==> config.mk <==
export PLATFORM = sky130hd
export DESIGN_NAME = ppg_timer
export DESIGN_NICKNAME = d
export VERILOG_FILES = /design/src/rtl/ppg_pkg.sv /design/src/rtl/ppg_ctrl.sv /design/src/rtl/ppg_regfile.sv /design/src/rtl/ppg_count.sv /design/src/rtl/ppg_outff.sv /design/src/rtl/ppg_timer.sv
export SDC_FILE = /design/constraint.sdc
export NUM_CORES = 1
export LEC_CHECK = 0
export BUFFER_PORTS_ARGS = -buffer_cell sky130_fd_sc_hd__buf_2
export CORE_MARGIN = 8
export CORE_UTILIZATION = 50
export CTS_CLUSTER_SIZE = 16
export DETAILED_ROUTE_END_ITERATION = 7
export PLACE_DENSITY = 0.67
export SETUP_SLACK_MARGIN = 0.1
export SKIP_LAST_GASP = 1
export SLEW_MARGIN = 20
export SYNTH_ARGS = -nofsm -noshare
export SYNTH_HDL_FRONTEND = slang
export SYNTH_SLANG_ARGS = --single-unit
==> constraint.sdc <==
create_clock -name clk -period 5.72 [get_ports clk]
set_clock_uncertainty 0.2 [all_clocks]
set_input_delay 0.286 -clock clk [delete_from_list [all_inputs] [get_ports clk]]
set_output_delay 0.286 -clock clk [all_outputs]
set_load 0.03 [all_outputs]
==> src/rtl/ppg_pkg.sv <==
package ppg_pkg;

  typedef enum logic [1:0] {
    SEL_PERIOD  = 2'd0,
    SEL_COMPARE = 2'd1,
    SEL_CTRL    = 2'd2
  } wsel_e;

  localparam int unsigned CF_RUN     = 0;
  localparam int unsigned CF_ONESHOT = 1;
  localparam int unsigned CF_POL     = 2;
  localparam int unsigned CF_DBUF    = 3;
  localparam int unsigned CF_WIDTH   = 4;

  typedef struct packed {
    logic dbuf;
    logic pol;
    logic oneshot;
    logic run;
  } ctl_t;

endpackage

==> src/rtl/ppg_ctrl.sv <==
module ppg_ctrl
  import ppg_pkg::*;
(
  input  logic clk,
  input  logic rst_n,
  input  logic ctl_wr,
  input  ctl_t wr_ctl,
  input  logic per_hit,
  output logic run_q,
  output logic run_nxt,
  output logic oneshot_q,
  output logic pol_q,
  output logic pol_nxt,
  output logic dbuf_q,
  output logic start
);

  logic oneshot_d;
  logic dbuf_d;

  always_comb begin
    run_nxt   = run_q;
    oneshot_d = oneshot_q;
    pol_nxt   = pol_q;
    dbuf_d    = dbuf_q;
    if (ctl_wr) begin
      run_nxt   = wr_ctl.run;
      oneshot_d = wr_ctl.oneshot;
      if (!run_q) begin
        pol_nxt = wr_ctl.pol;
        dbuf_d  = wr_ctl.dbuf;
      end
    end else if (per_hit && oneshot_q) begin
      run_nxt = 1'b0;
    end
  end

  assign start = ctl_wr & wr_ctl.run & ~run_q;

  always_ff @(posedge clk or negedge rst_n) begin
    if (!rst_n) begin
      run_q     <= 1'b0;
      oneshot_q <= 1'b0;
      pol_q     <= 1'b0;
      dbuf_q    <= 1'b0;
    end else begin
      run_q     <= run_nxt;
      oneshot_q <= oneshot_d;
      pol_q     <= pol_nxt;
      dbuf_q    <= dbuf_d;
    end
  end

  // a one-shot period match with no control write stops the timer
  p_oneshot_stop_r6: assert property (@(posedge clk) disable iff (!rst_n)
    (per_hit && oneshot_q && !ctl_wr) |=> !run_q)
    else $error("one-shot period match did not clear run");

  // locked fields stay put while running
  p_locked_fields_r11: assert property (@(posedge clk) disable iff (!rst_n)
    (run_q && ctl_wr) |=> ($stable(pol_q) && $stable(dbuf_q)))
    else $error("polarity or buffer mode changed while running");

endmodule

==> src/rtl/ppg_regfile.sv <==
module ppg_regfile
  import ppg_pkg::*;
#(
  parameter int unsigned CNT_W = 16
) (
  input  logic             clk,
  input  logic             rst_n,
  input  logic             wr_en,
  input  logic [1:0]       wr_sel,
  input  logic [CNT_W-1:0] wr_data,
  input  logic             dbuf_q,
  input  logic             run_q,
  input  logic             per_hit,
  output logic [CNT_W-1:0] period_act,
  output logic [CNT_W-1:0] compare_act
);

  localparam int unsigned NREG = 2;

  logic                      direct;
  logic [NREG-1:0][CNT_W-1:0] act_q, act_d;
  logic [NREG-1:0][CNT_W-1:0] shd_q, shd_d;

  assign direct = ~(dbuf_q & run_q);

  for (genvar g = 0; g < NREG; g++) begin : g_reg
    logic hit_wr;
    assign hit_wr = wr_en & (wr_sel == 2'(g));

    always_comb begin
      shd_d[g] = shd_q[g];
      act_d[g] = act_q[g];
      if (hit_wr) shd_d[g] = wr_data;
      if (hit_wr && direct) act_d[g] = wr_data;
      else if (per_hit)     act_d[g] = shd_q[g];
    end

    always_ff @(posedge clk or negedge rst_n) begin
      if (!rst_n) begin
        shd_q[g] <= '0;
        act_q[g] <= '0;
      end else begin
        shd_q[g] <= shd_d[g];
        act_q[g] <= act_d[g];
      end
    end
  end

  assign period_act  = act_q[SEL_PERIOD];
  assign compare_act = act_q[SEL_COMPARE];

  // buffered values only move on a period match
  p_dbuf_hold_r9: assert property (@(posedge clk) disable iff (!rst_n)
    (dbuf_q && run_q && !per_hit) |=> ($stable(period_act) && $stable(compare_act)))
    else $error("active value changed outside a period match with buffering on");

endmodule

==> src/rtl/ppg_count.sv <==
module ppg_count #(
  parameter int unsigned CNT_W = 16
) (
  input  logic             clk,
  input  logic             rst_n,
  input  logic             run_q,
  input  logic             tick,
  input  logic             start,
  input  logic [CNT_W-1:0] period_act,
  input  logic [CNT_W-1:0] compare_act,
  output logic             per_hit,
  output logic             cmp_hit
);

  logic [CNT_W-1:0] cnt_q, cnt_d, cnt_inc;
  logic             adv;

  assign adv     = run_q & tick;
  assign cnt_inc = cnt_q + CNT_W'(1);
  assign per_hit = adv & (cnt_inc == period_act);
  assign cmp_hit = adv & (cnt_inc == compare_act);

  always_comb begin
    cnt_d = cnt_q;
    if (start)        cnt_d = '0;
    else if (per_hit) cnt_d = '0;
    else if (adv)     cnt_d = cnt_inc;
  end

  always_ff @(posedge clk or negedge rst_n) begin
    if (!rst_n) cnt_q <= '0;
    else        cnt_q <= cnt_d;
  end

  // no tick and no start leaves the count untouched
  p_hold_no_tick_r1: assert property (@(posedge clk) disable iff (!rst_n)
    (!tick && !start) |=> $stable(cnt_q))
    else $error("count moved without a tick");

endmodule

==> src/rtl/ppg_outff.sv <==
module ppg_outff (
  input  logic clk,
  input  logic rst_n,
  input  logic run_q,
  input  logic run_nxt,
  input  logic start,
  input  logic per_hit,
  input  logic cmp_hit,
  input  logic pol_q,
  input  logic pol_nxt,
  output logic pin_q,
  output logic irq_q
);

  logic pin_d;

  always_comb begin
    if (!run_nxt || start) pin_d = pol_nxt;
    else if (per_hit)      pin_d = pol_q;
    else if (cmp_hit)      pin_d = ~pol_q;
    else                   pin_d = pin_q;
  end

  always_ff @(posedge clk or negedge rst_n) begin
    if (!rst_n) begin
      pin_q <= 1'b0;
      irq_q <= 1'b0;
    end else begin
      pin_q <= pin_d;
      irq_q <= per_hit;
    end
  end

  // a stopped timer shows the idle level
  p_idle_level_r7: assert property (@(posedge clk) disable iff (!rst_n)
    !run_q |-> (pin_q == pol_q))
    else $error("pin not at idle level while stopped");

  // strobe only follows a running cycle
  p_irq_needs_run_r4: assert property (@(posedge clk) disable iff (!rst_n)
    irq_q |-> $past(run_q))
    else $error("irq without running timer");

endmodule

==> src/rtl/ppg_timer.sv <==
module ppg_timer
  import ppg_pkg::*;
#(
  parameter int unsigned CNT_W = 16
) (
  input  logic             clk,
  input  logic             rst_n,
  input  logic             tick,
  input  logic             wr_en,
  input  logic [1:0]       wr_sel,
  input  logic [CNT_W-1:0] wr_data,
  output logic             pin,
  output logic             irq,
  output logic             run
);

  logic             rst_meta, rst_sync_n;
  logic             ctl_wr;
  ctl_t             wr_ctl;
  logic             run_q, run_nxt, oneshot_q, pol_q, pol_nxt, dbuf_q, start;
  logic             per_hit, cmp_hit;
  logic [CNT_W-1:0] period_act, compare_act;

  always_ff @(posedge clk or negedge rst_n) begin
    if (!rst_n) begin
      rst_meta   <= 1'b0;
      rst_sync_n <= 1'b0;
    end else begin
      rst_meta   <= 1'b1;
      rst_sync_n <= rst_meta;
    end
  end

  assign ctl_wr         = wr_en & (wr_sel == SEL_CTRL);
  assign wr_ctl.run     = wr_data[CF_RUN];
  assign wr_ctl.oneshot = wr_data[CF_ONESHOT];
  assign wr_ctl.pol     = wr_data[CF_POL];
  assign wr_ctl.dbuf    = wr_data[CF_DBUF];

  ppg_ctrl u_ctrl (
    .clk       (clk),
    .rst_n     (rst_sync_n),
    .ctl_wr    (ctl_wr),
    .wr_ctl    (wr_ctl),
    .per_hit   (per_hit),
    .run_q     (run_q),
    .run_nxt   (run_nxt),
    .oneshot_q (oneshot_q),
    .pol_q     (pol_q),
    .pol_nxt   (pol_nxt),
    .dbuf_q    (dbuf_q),
    .start     (start)
  );

  ppg_regfile #(.CNT_W(CNT_W)) u_regs (
    .clk         (clk),
    .rst_n       (rst_sync_n),
    .wr_en       (wr_en),
    .wr_sel      (wr_sel),
    .wr_data     (wr_data),
    .dbuf_q      (dbuf_q),
    .run_q       (run_q),
    .per_hit     (per_hit),
    .period_act  (period_act),
    .compare_act (compare_act)
  );

  ppg_count #(.CNT_W(CNT_W)) u_count (
    .clk         (clk),
    .rst_n       (rst_sync_n),
    .run_q       (run_q),
    .tick        (tick),
    .start       (start),
    .period_act  (period_act),
    .compare_act (compare_act),
    .per_hit     (per_hit),
    .cmp_hit     (cmp_hit)
  );

  ppg_outff u_out (
    .clk     (clk),
    .rst_n   (rst_sync_n),
    .run_q   (run_q),
    .run_nxt (run_nxt),
    .start   (start),
    .per_hit (per_hit),
    .cmp_hit (cmp_hit),
    .pol_q   (pol_q),
    .pol_nxt (pol_nxt),
    .pin_q   (pin),
    .irq_q   (irq)
  );

  assign run = run_q;

endmodule

# Word-level counts from Yosys, hierarchy flattened

Cells that the tools add are included.

Bitwise logic cells: 12
Add/subtract/negate cells: 1
Reduce and logical (&&, ||, !) cells: 11
Equal/unequal tests: 4
Mux-type cells: 14

Operator list:

| cell                                           | count |
|---|---|
| 2-to-1 mux 16 bit                              | 7 |
| == test 16 bit                                 | 2 |
| adder 16 x 1 -> 16 bit (second input constant) | 1 |
| AND 1 bit                                      | 9 |
| 2-to-1 mux 1 bit                               | 7 |
| nonzero test 3 bit                             | 2 |
| nonzero test 2 bit                             | 2 |
| logical AND 1 bit                              | 3 |
| inverter 1 bit                                 | 3 |
| == test 2 x 1 -> 1 bit (second input constant) | 1 |
| == test 2 bit (second input constant)          | 1 |
| zero test 2 bit                                | 1 |
| AND reduction 2 bit                            | 1 |
| zero test 1 bit                                | 1 |
| logical OR 1 bit                               | 1 |

Word-level logic and storage cells: 55
Input port bits: 22
Register bits: 88
Output and inout bits: 3

# Longest topological paths before layout

Gate-level depths: netlist (run 1).

Word-level depth: 9
Mapped depth: 13

# Hierarchy

A second synthesis (run 1) with hierarchy kept.

Cells, all modules: 440
Area, all modules: 5127.4 um2

By module, submodules not included:

| module      | cells each | area an instance (um2) | instances | seq. area each (um2) |
|---|---|---|---|---|
| ppg_regfile | 174        | 2836.5                 | 1         | 1601.5 |
| ppg_count   | 240        | 1961.9                 | 1         | 400.4 |
| ppg_ctrl    | 13         | 180.2                  | 1         | 100.1 |
| ppg_outff   | 9          | 86.3                   | 1         | 50.0 |
| ppg_timer   | 4          | 62.6                   | 1         | 50.0 |

# Worst setup path before layout (run 1)

Ideal clock, no wire load.

Path kind: flip-flop to flip-flop
Start: register u_count.cnt_q[1]
End: register u_count.cnt_q[0]
Stages on the path, launching flop included: 13
Data required time: 5.395 ns
Buffers on the path: 4
Slack: 2.597 ns
Period minus slack after synthesis: 3.123 ns
Data arrival time: 2.798 ns
Library setup time: 0.125 ns
Cells stage by stage: dfrtp_1 > ha_1 > clkbuf_2 > nand3_1 > or4_1 > buf_2 > xor2_1 > o22ai_1 > a211oi_1 > a21oi_2 > buf_6 > buf_6 > mux2_2

Longest elaborated chain between the ends: 5
Elaborated cells on any way between the ends: 6
Classes of those cells: add/sub (1); eq/ne (1); mux (2); bitwise (1); reduce/logical (1)

RTL lines:

| element                  | line            | RTL |
|---|---|---|
| start: declaration       | ppg_count.sv:15 | `logic [CNT_W-1:0] cnt_q, cnt_d, cnt_inc;` |
| start signal: assignment | ppg_count.sv:32 | `else cnt_q <= cnt_d;` |
| adder 16 x 1 -> 16 bit * | ppg_count.sv:19 | `assign cnt_inc = cnt_q + CNT_W'(1);` |
| == test 16 bit *         | ppg_count.sv:20 | `assign per_hit = adv & (cnt_inc == period_act);` |
| AND 1 bit *              | ppg_count.sv:20 |  |
| 2-to-1 mux 16 bit        | ppg_count.sv:26 | `else if (per_hit) cnt_d = '0;` |
| 2-to-1 mux 16 bit        | ppg_count.sv:25 | `if (start) cnt_d = '0;` |

Mark *: on every way between the ends. The rest lies on a longest branch, timed or not.
A chain may end at the register's enable or synchronous reset.

# Worst setup path in the final report (run 1)

Start: register u_count.cnt_q[0]
End: register u_out.pin_q

Longest elaborated chain between the ends: 9
Elaborated cells on any way between the ends: 13
Classes of those cells: add/sub (1); eq/ne (2); mux (4); bitwise (2); reduce/logical (4)

RTL lines:

| element                                                          | line            | RTL |
|---|---|---|
| adder 16 x 1 -> 16 bit *                                         | ppg_count.sv:19 |  |
| == test 16 bit                                                   | ppg_count.sv:20 |  |
| AND 1 bit                                                        | ppg_count.sv:20 |  |
| logical AND 1 bit                                                | ppg_ctrl.sv:33  | `end else if (per_hit && oneshot_q) begin` |
| 2-to-1 mux 1 bit                                                 | ppg_ctrl.sv:33  |  |
| 2-to-1 mux 1 bit                                                 | ppg_ctrl.sv:26  | `if (ctl_wr) begin` |
| zero test 1 bit                                                  | ppg_outff.sv:18 | `if (!run_nxt \|\| start) pin_d = pol_nxt;` |
| logical OR 1 bit                                                 | ppg_outff.sv:18 |  |
| nonzero test 3 bit (no line) or 2-to-1 mux 1 bit (tied branches) | n/a             |  |
| end signal: assignment                                           | ppg_outff.sv:29 | `pin_q <= pin_d;` |
| end: declaration                                                 | ppg_outff.sv:11 | `output logic pin_q,` |

Marked as above.

==> implementation parameters, run 1 <==
Parameter                              Value

Drt
  Average vias per placed instance ... 5.84
  Average routed wire per standard cell ... 17.3 um
  Total length of routed met2 wires ... 5080 um
  Top layer used by detailed routing ... met4
  Vias ... 3786
  Number of iterations in the first detailed-routing pass ... 6
  Initial drt markers ... 257
  Post-detailed-route count of antenna-violating nets ... 0
  Met3 wire length ... 469 um
  Routed length on met1 ... 5330 um
  Detailed-route DRC error count ... 0
  WL final ... 11200 um

GRT
  Residual overflow from global routing ... 0
  Maximum number of pins on one net before global-route repair ... 87
  Global-route wire length before repair ... 19100 um
  Initial antenna violation count ... 0
  GRT Util Overall ... 0.182
  Number of global-route vias before repair ... 3707

Synth
  Average cell area after synthesis ... 10.1 um^2
  Number of synthesized flops with an enable pin ... 0
  Fraction of registers with async set/reset ... 1.00
  Most used flip-flop cell after synthesis ... sky130_fd_sc_hd__dfrtp_1
  Post-synth top area cell ... sky130_fd_sc_hd__dfrtp_1
  Number of nets in the synthesized netlist ... 513
  Synth Register Bits ... 88
  Leading cell types by total area after synthesis ... sky130_fd_sc_hd__dfrtp_1 (44%), sky130_fd_sc_hd__mux2_2 (7.7%), sky130_fd_sc_hd__mux2i_1 (6.8%)
  Yosys warning total ... 0
  Proportion of synthesized chip area in sequential cells ... 0.443
  Area share of the largest cell type after synthesis ... 0.443
  Syn Inst Count ... 490
  Mapped cell area ... 4970 um^2
  Number of unique standard cell types used by synthesis ... 61

Critical path
  Critical path's slowest cell ... sky130_fd_sc_hd__or4_1
  Logic depth of the worst register-to-register path ... 9
  Internal reg-to-reg setup slack ... 1.18 ns
  Maximum net fanout on the critical path ... 34
  Critical path start-end classification ... flop to flop
  Worst-path cell chain ... ha_1 > nand3_1 > or4_1 > xor2_1 > o22ai_1 > a211oi_1 > nand2_2 > o211a_1 > o31a_1
  Worst path max stage delay ... 0.78 ns
  Kind of start point of the critical path ... flop
  CP arrival ... 4.59 ns
  Endpoint kind of the worst setup timing path ... flop
  Worst path required time ... 5.77 ns

Clocking
  Clk Latency, worst-skew pair ... 0.36 ns
  H-tree levels ... 3
  Number of buffers between clock root and the deepest sink ... 2
  Number of gates resized after CTS ... 0
  Number of buffers created by CTS ... 9
  CTS tree ... yes
  Setup repair bufs after CTS ... 0
  TritonCTS sink count ... 88
  Clk pin slew, worst setup/hold paths ... 0.09 ns
  Clock root buffer ... sky130_fd_sc_hd__clkbuf_8

Pwr
  Leak ... 0.00243 uW
  Power density over the cells ... 319 nW/um^2
  Worst VDD drop ... 0.184 mV

Run status
  Run status ... complete, no violations

Floorplanning
  Initial core utilization ... 0.511
  Overall die area ... 13400 um^2
  Area inside the core boundary ... 9730 um^2
  Number of placement rows ... 36
  Width of the die ... 116 um
  Top-level port count ... 25
  Die height ... 116 um

Flow run
  Max Cap Viol ... 0

Final layout
  Fillers ... 873
  Area delta synth->final ... 10.9%
  Sequential cell area in the final layout ... 2210 um^2
  Share of final-layout standard cells stronger than drive strength 1 ... 0.179
  Area used by multi-input combinational logic ... 2530 um^2
  Final net count ... 533
  Post-route non-filler standard cell count ... 648
  Commonest non-fill, non-tap cell in the layout ... sky130_fd_sc_hd__dfrtp_1
  Final instance area ... 5510 um^2
  Most used cells in the layout excluding fill and tap cells ... sky130_fd_sc_hd__dfrtp_1 (87), sky130_fd_sc_hd__nand2_1 (54), sky130_fd_sc_hd__o21ai_0 (43), sky130_fd_sc_hd__mux2i_1 (34), sky130_fd_sc_hd__mux2_2 (34)
  Count of antenna diodes in the layout ... 0

STA
  Max-slew headroom ... 0.277
  Final Hold Fails ... 0
  Period minus WS final ... 4.54 ns
  Post-route fraction of the period consumed by the critical path ... 0.794
  Setup repair after global routing missed its margin ... false
  Final setup violation count ... 0
  Slew at the pin closest to its max-slew limit ... 1.08 ns
  Max Clock Freq ... 0.220 GHz
  Final Max Tran Viols ... 0
  Final total negative setup slack ... 0 ns

Hold path
  Class of the most critical hold timing path ... input port to async pin

Place
  Placement-stage cell area ... 5090 um^2
  Detailed-placement wirelength estimate ... 7790 um
  # port buffers ... 24
  Routability congestion estimate ... 0.923
  Post-Place Cells ... 615
[sequential cells by signal, indices dropped and copies added, names as in the netlist, 16 cells and up]
register,cells
u_regs.compare_act,16
u_regs.period_act,16
u_regs.shd_q,32
u_count.cnt_q,16
[area by class of cell]
class | instances | area share
tap | 133 | 0.0302
clock inverter | 4 | 0.0141
multi-input combinational | 356 | 0.459
timing repair buffer | 45 | 0.0613
sequential | 88 | 0.400
inverter | 10 | 0.00681
clock buffer | 12 | 0.0282
[report_power, final]
group          switching (uW)  leakage, uW  internal [uW]
clock                     222     0.000117            272
combinational             196      0.00122            209
sequential                124      0.00109            735
[logic make-up (layout without fill, tap and decap cells)]
family,Yosys count,after routing,share of synthesized area
and+or+nand+nor,138,138,0.152
AOI/OAI and AO/OA,115,115,0.140
DFF,88,88,0.443
muxes,68,68,0.146
buffers and inverters,46,71,0.0504
xor gates and xnor gates,33,33,0.0665
adders and majority gates,1,1,0.00252
other,1,1,0.000755
[critical path, delay by kind of cell, from the launching register on]
kind | cells | cell delay, ns
AND/OR/NAND/NOR | 3 | 1.98
AO/OA/AOI/OAI | 4 | 1.24
flip-flops | 1 | 0.49
adder cells (fa/ha/maj) | 1 | 0.34
XOR/XNOR | 1 | 0.18
[path summary, 6_finish.rpt]
| path | end | start |
|---|---|---|
| worst max-delay path | u_out.pin_q | u_count.cnt_q[0] |
| worst min-delay path | rst_sync_n | rst_n |
| worst max register to register | u_out.pin_q | u_count.cnt_q[0] |
| worst min register to register | u_regs.shd_q[31] | rst_sync_n |
| max in group asynchronous | u_count.cnt_q[11] | rst_sync_n |
| min in group clk | u_regs.compare_act[0] | wr_data[0] |
[Yosys cell counts (3+ instances only)]
cell type,n
sky130_fd_sc_hd__nand3b_1,4
sky130_fd_sc_hd__o21ai_0,43
sky130_fd_sc_hd__nand4_1,7
sky130_fd_sc_hd__or4_1,4
sky130_fd_sc_hd__nand2_1,54
sky130_fd_sc_hd__nor2b_1,6
sky130_fd_sc_hd__nand2b_1,11
sky130_fd_sc_hd__buf_2,6
sky130_fd_sc_hd__buf_6,6
sky130_fd_sc_hd__inv_1,10
sky130_fd_sc_hd__mux2_2,34
sky130_fd_sc_hd__xnor2_1,23
sky130_fd_sc_hd__a31oi_1,16
sky130_fd_sc_hd__and2_1,3
sky130_fd_sc_hd__nor4_1,6
sky130_fd_sc_hd__mux2i_1,34
sky130_fd_sc_hd__a21oi_1,21
sky130_fd_sc_hd__o311ai_0,3
sky130_fd_sc_hd__xnor3_1,3
sky130_fd_sc_hd__nor3_1,5
sky130_fd_sc_hd__buf_4,6
sky130_fd_sc_hd__nand3_1,13
sky130_fd_sc_hd__nor2_1,9
sky130_fd_sc_hd__dfrtp_1,88
sky130_fd_sc_hd__xor2_1,7
sky130_fd_sc_hd__o31ai_1,3
sky130_fd_sc_hd__clkbuf_1,15
sky130_fd_sc_hd__o21ai_1,5
[metal layers]
layer / track usage / up-vias
li1: - / 1800
met1: 0.255 / 1859
met2: 0.270 / 99
met3: 0.0266 / 28
met4: 0.0873 / 0
met5: 0 / -
[metrics by stage]
step	setup WS, ns	total power (uW)	utilization	hold WS, ns
floorplan	2.60	1150	-	-0.210
global placement	1.35	1240	0.523	-0.130
detailed placement	1.21	1260	0.523	-0.124
CTS	1.20	1760	0.564	0.0109
global route	0.829	1860	0.566	0.0171
finish	1.18	1760	0.566	0.0388
[repair_timing]
item | CTS | global route
endpoints found under the setup margin | 0 | 0
hold buffers | 16 | 0
endpoints found under the hold margin | 44 | 0
(Power assumes the default switching activity.)
==> inputs of run 2 (changes only) <==
Settings changed: PLACE_DENSITY 0.67 to 0.7.
Clock period 5.72 ns to 3.8 ns, I/O delays scaled along.
==> implementation parameters, run 2 (synthesis gave the netlist of run 1 again) <==
Parameter                              Value

Run status
  Run status ... complete, no violations (unchanged)

Critical path
  Maximum net fanout on the critical path ... 30 (was 34)
  WP buf/inv ... 1 (was 0)
  Worst path required time ... 3.86 ns (was 5.77 ns)
  Worst path max stage delay ... 0.71 ns (was 0.78 ns)
  Endpoint kind of the worst setup timing path ... flop (unchanged)
  Capture instance of the worst register-to-register path ... u_regs.period_act[5] (was u_out.pin_q)
  Worst-path cell chain ... nand4_2 > or4_1 > xnor2_1 > o31ai_1 > nor4_4 > nand2_2 > buf_12 > mux2i_1 > o21ai_0 (was ha_1 > nand3_1 > or4_1 > xor2_1 > o22ai_1 > a211oi_1 > nand2_2 > o211a_1 > o31a_1)
  Family with the most delay on the worst path ... simple AND/OR/NAND/NOR gates (unchanged)
  Critical path's slowest cell ... sky130_fd_sc_hd__or4_1 (unchanged)
  CP arrival ... 3.57 ns (was 4.59 ns)
  Internal reg-to-reg setup slack ... 0.29 ns (was 1.18 ns)
  Startpoint of the worst-slack reg-to-reg timing path ... u_count.cnt_q[7] (was u_count.cnt_q[0])
  Critical path start-end classification ... flop to flop (unchanged)
  Kind of start point of the critical path ... flop (unchanged)
  Logic depth of the worst register-to-register path ... 9 (unchanged)

Pwr
  Internal power ... 1860 uW (was 1220 uW)
  Switch Pwr ... 839 uW (was 542 uW)
  Share of total power in the clock network ... 0.279 (was 0.281)
  Overall power after layout ... 2700 uW (was 1760 uW)
  Combinational power share ... 0.248 (was 0.231)
  Power density over the cells ... 473 nW/um^2 (was 319 nW/um^2)
  Leak ... 0.00254 uW (was 0.00243 uW)
  Worst VDD drop ... 0.332 mV (was 0.184 mV)
  Switching share of power ... 0.311 (was 0.308)
  Proportion of power drawn by flip-flops and latches ... 0.473 (was 0.488)

Place
  Placement-stage cell area ... 5250 um^2 (was 5090 um^2)
  Detailed-placement wirelength estimate ... 8190 um (was 7790 um)
  Routability congestion estimate ... 0.900 (was 0.923)
  # port buffers ... 24 (unchanged)

GRT
  Initial antenna violation count ... 0 (unchanged)
  Maximum number of pins on one net before global-route repair ... 87 (unchanged)
  Residual overflow from global routing ... 0 (unchanged)
  Global-route wire length before repair ... 19600 um (was 19100 um)
  GRT Util Overall ... 0.186 (was 0.182)
  Number of global-route vias before repair ... 3829 (was 3707)

STA
  Post-route fraction of the period consumed by the critical path ... 0.923 (was 0.794)
  Slew at the pin closest to its max-slew limit ... 0.608 ns (was 1.08 ns)
  Final Hold Fails ... 0 (unchanged)
  Final setup violation count ... 0 (unchanged)
  Max Clock Freq ... 0.285 GHz (was 0.220 GHz)
  Period minus WS final ... 3.51 ns (was 4.54 ns)
  Setup repair after global routing missed its margin ... false (unchanged)
  Final total negative setup slack ... 0 ns (unchanged)
  Final Max Tran Viols ... 0 (unchanged)
  Max-slew headroom ... 0.590 (was 0.277)

Drt
  Average routed wire per standard cell ... 17.6 um (was 17.3 um)
  Vias ... 3892 (was 3786)
  Detailed-route DRC error count ... 0 (unchanged)
  Number of iterations in the first detailed-routing pass ... 5 (was 6)
  Average vias per placed instance ... 5.82 (was 5.84)
  WL final ... 11800 um (was 11200 um)
  Post-detailed-route count of antenna-violating nets ... 0 (unchanged)
  Initial drt markers ... 250 (was 257)

Clocking
  Number of buffers between clock root and the deepest sink ... 2 (unchanged)
  Clk pin slew, worst setup/hold paths ... 0.09 ns (about the same)
  H-tree levels ... 3 (unchanged)
  TritonCTS sink count ... 88 (unchanged)
  Setup repair bufs after CTS ... 0 (unchanged)
  Clk Latency, worst-skew pair ... 0.36 ns (about the same)
  CTS tree ... yes (unchanged)
  Clock root buffer ... sky130_fd_sc_hd__clkbuf_8 (unchanged)
  Number of buffers created by CTS ... 9 (unchanged)

Floorplanning
  Top-level port count ... 25 (unchanged)
  Width of the die ... 116 um (unchanged)
  Die height ... 116 um (unchanged)
  Area inside the core boundary ... 9730 um^2 (unchanged)
  Initial core utilization ... 0.511 (unchanged)
  Number of placement rows ... 36 (unchanged)
  Overall die area ... 13400 um^2 (unchanged)

Final layout
  Area delta synth->final ... 14.6% (was 10.9%)
  Number of flip-flops in the largest register ... 32 (unchanged)
  Share of final-layout standard cells stronger than drive strength 1 ... 0.213 (was 0.179)
  Register with the most flip-flops ... u_regs.shd_q (unchanged)
  Most used cells in the layout excluding fill and tap cells ... sky130_fd_sc_hd__dfrtp_1 (86), sky130_fd_sc_hd__nand2_1 (54), sky130_fd_sc_hd__o21ai_0 (43), sky130_fd_sc_hd__mux2i_1 (34), sky130_fd_sc_hd__mux2_2 (34) (was sky130_fd_sc_hd__dfrtp_1 (87), sky130_fd_sc_hd__nand2_1 (54), sky130_fd_sc_hd__o21ai_0 (43), sky130_fd_sc_hd__mux2i_1 (34), sky130_fd_sc_hd__mux2_2 (34))
  Commonest non-fill, non-tap cell in the layout ... sky130_fd_sc_hd__dfrtp_1 (unchanged)
  Final instance area ... 5700 um^2 (was 5510 um^2)
  Count of antenna diodes in the layout ... 0 (unchanged)
  Post-Route Utilization ... 0.586 (was 0.566)
  Fillers ... 848 (was 873)
  Final net count ... 554 (was 533)

Flow run
  Max Cap Viol ... 0 (unchanged)

Hold path
  Class of the most critical hold timing path ... flop to async pin (was input port to async pin)
## run 2: how the worst max path moves through the flow
stage                     depth (start not counted)        startpoint                     to  slack [ns]
after floorplan                                  12  u_count.cnt_q[1]       u_count.cnt_q[0]        0.68
after global placement                            9  u_count.cnt_q[5]  u_regs.compare_act[4]        0.33
after detailed placement                          9  u_count.cnt_q[5]   u_regs.period_act[5]        0.24
after CTS                                         9  u_count.cnt_q[5]   u_regs.period_act[5]        0.19
after global routing                              9  u_count.cnt_q[7]  u_regs.period_act[11]        0.12
final                                             9  u_count.cnt_q[7]   u_regs.period_act[5]        0.29
## run 2: repair_timing
item,in CTS,in global routing
gates resized for setup,0,3
endpoints found under the hold margin,70,0
setup endpoints to repair,0,43
hold buffers,18,0
## run 2: layout make-up
cell class / instances / area, um^2 / area share
tap: 133 / 166 / 0.0292
timing repair buffer: 66 / 513 / 0.0901
sequential: 88 / 2210 / 0.387
clock buffer: 12 / 155 / 0.0272
inverter: 10 / 37.5 / 0.00659
multi-input combinational: 356 / 2540 / 0.446
clock inverter: 4 / 77.6 / 0.0136
## run 2: power groups by stage
stage,registers [uW],clock network (uW),logic [uW]
4_1_cts,1280,762,653
3_3_place_gp,1290,0,615
6_report,1270,752,669
3_5_place_dp,1300,0,637
5_1_grt,1290,800,739
2_1_floorplan,1240,0,496
## run 2: metrics by stage
step	hold WS, ns	std cells	setup slack (ns)
2_1_floorplan	-0.306	490	0.677
3_3_place_gp	-0.224	634	0.333
3_5_place_dp	-0.221	634	0.240
4_1_cts	0.104	668	0.195
5_1_grt	0.112	669	0.123
6_report	0.0692	669	0.294
## run 2: worst reg2reg max path, delay by kind of cell (launching register included)
| family | cells | cell delay (ns) |
|---|---|---|
| AO/OA/AOI/OAI | 2 | 0.38 |
| XOR/XNOR | 1 | 0.32 |
| buffers and inverters | 1 | 0.23 |
| flip-flops | 1 | 0.53 |
| multiplexers | 1 | 0.15 |
| AND/OR/NAND/NOR | 4 | 1.61 |
## run 2: routing by layer
layer	vias to the layer above	wire [um]	track usage
li1	1848	-	-
met5	-	0	0
met4	0	293	0.0812
met3	23	496	0.0281
met1	1912	5630	0.251
met2	109	5350	0.290
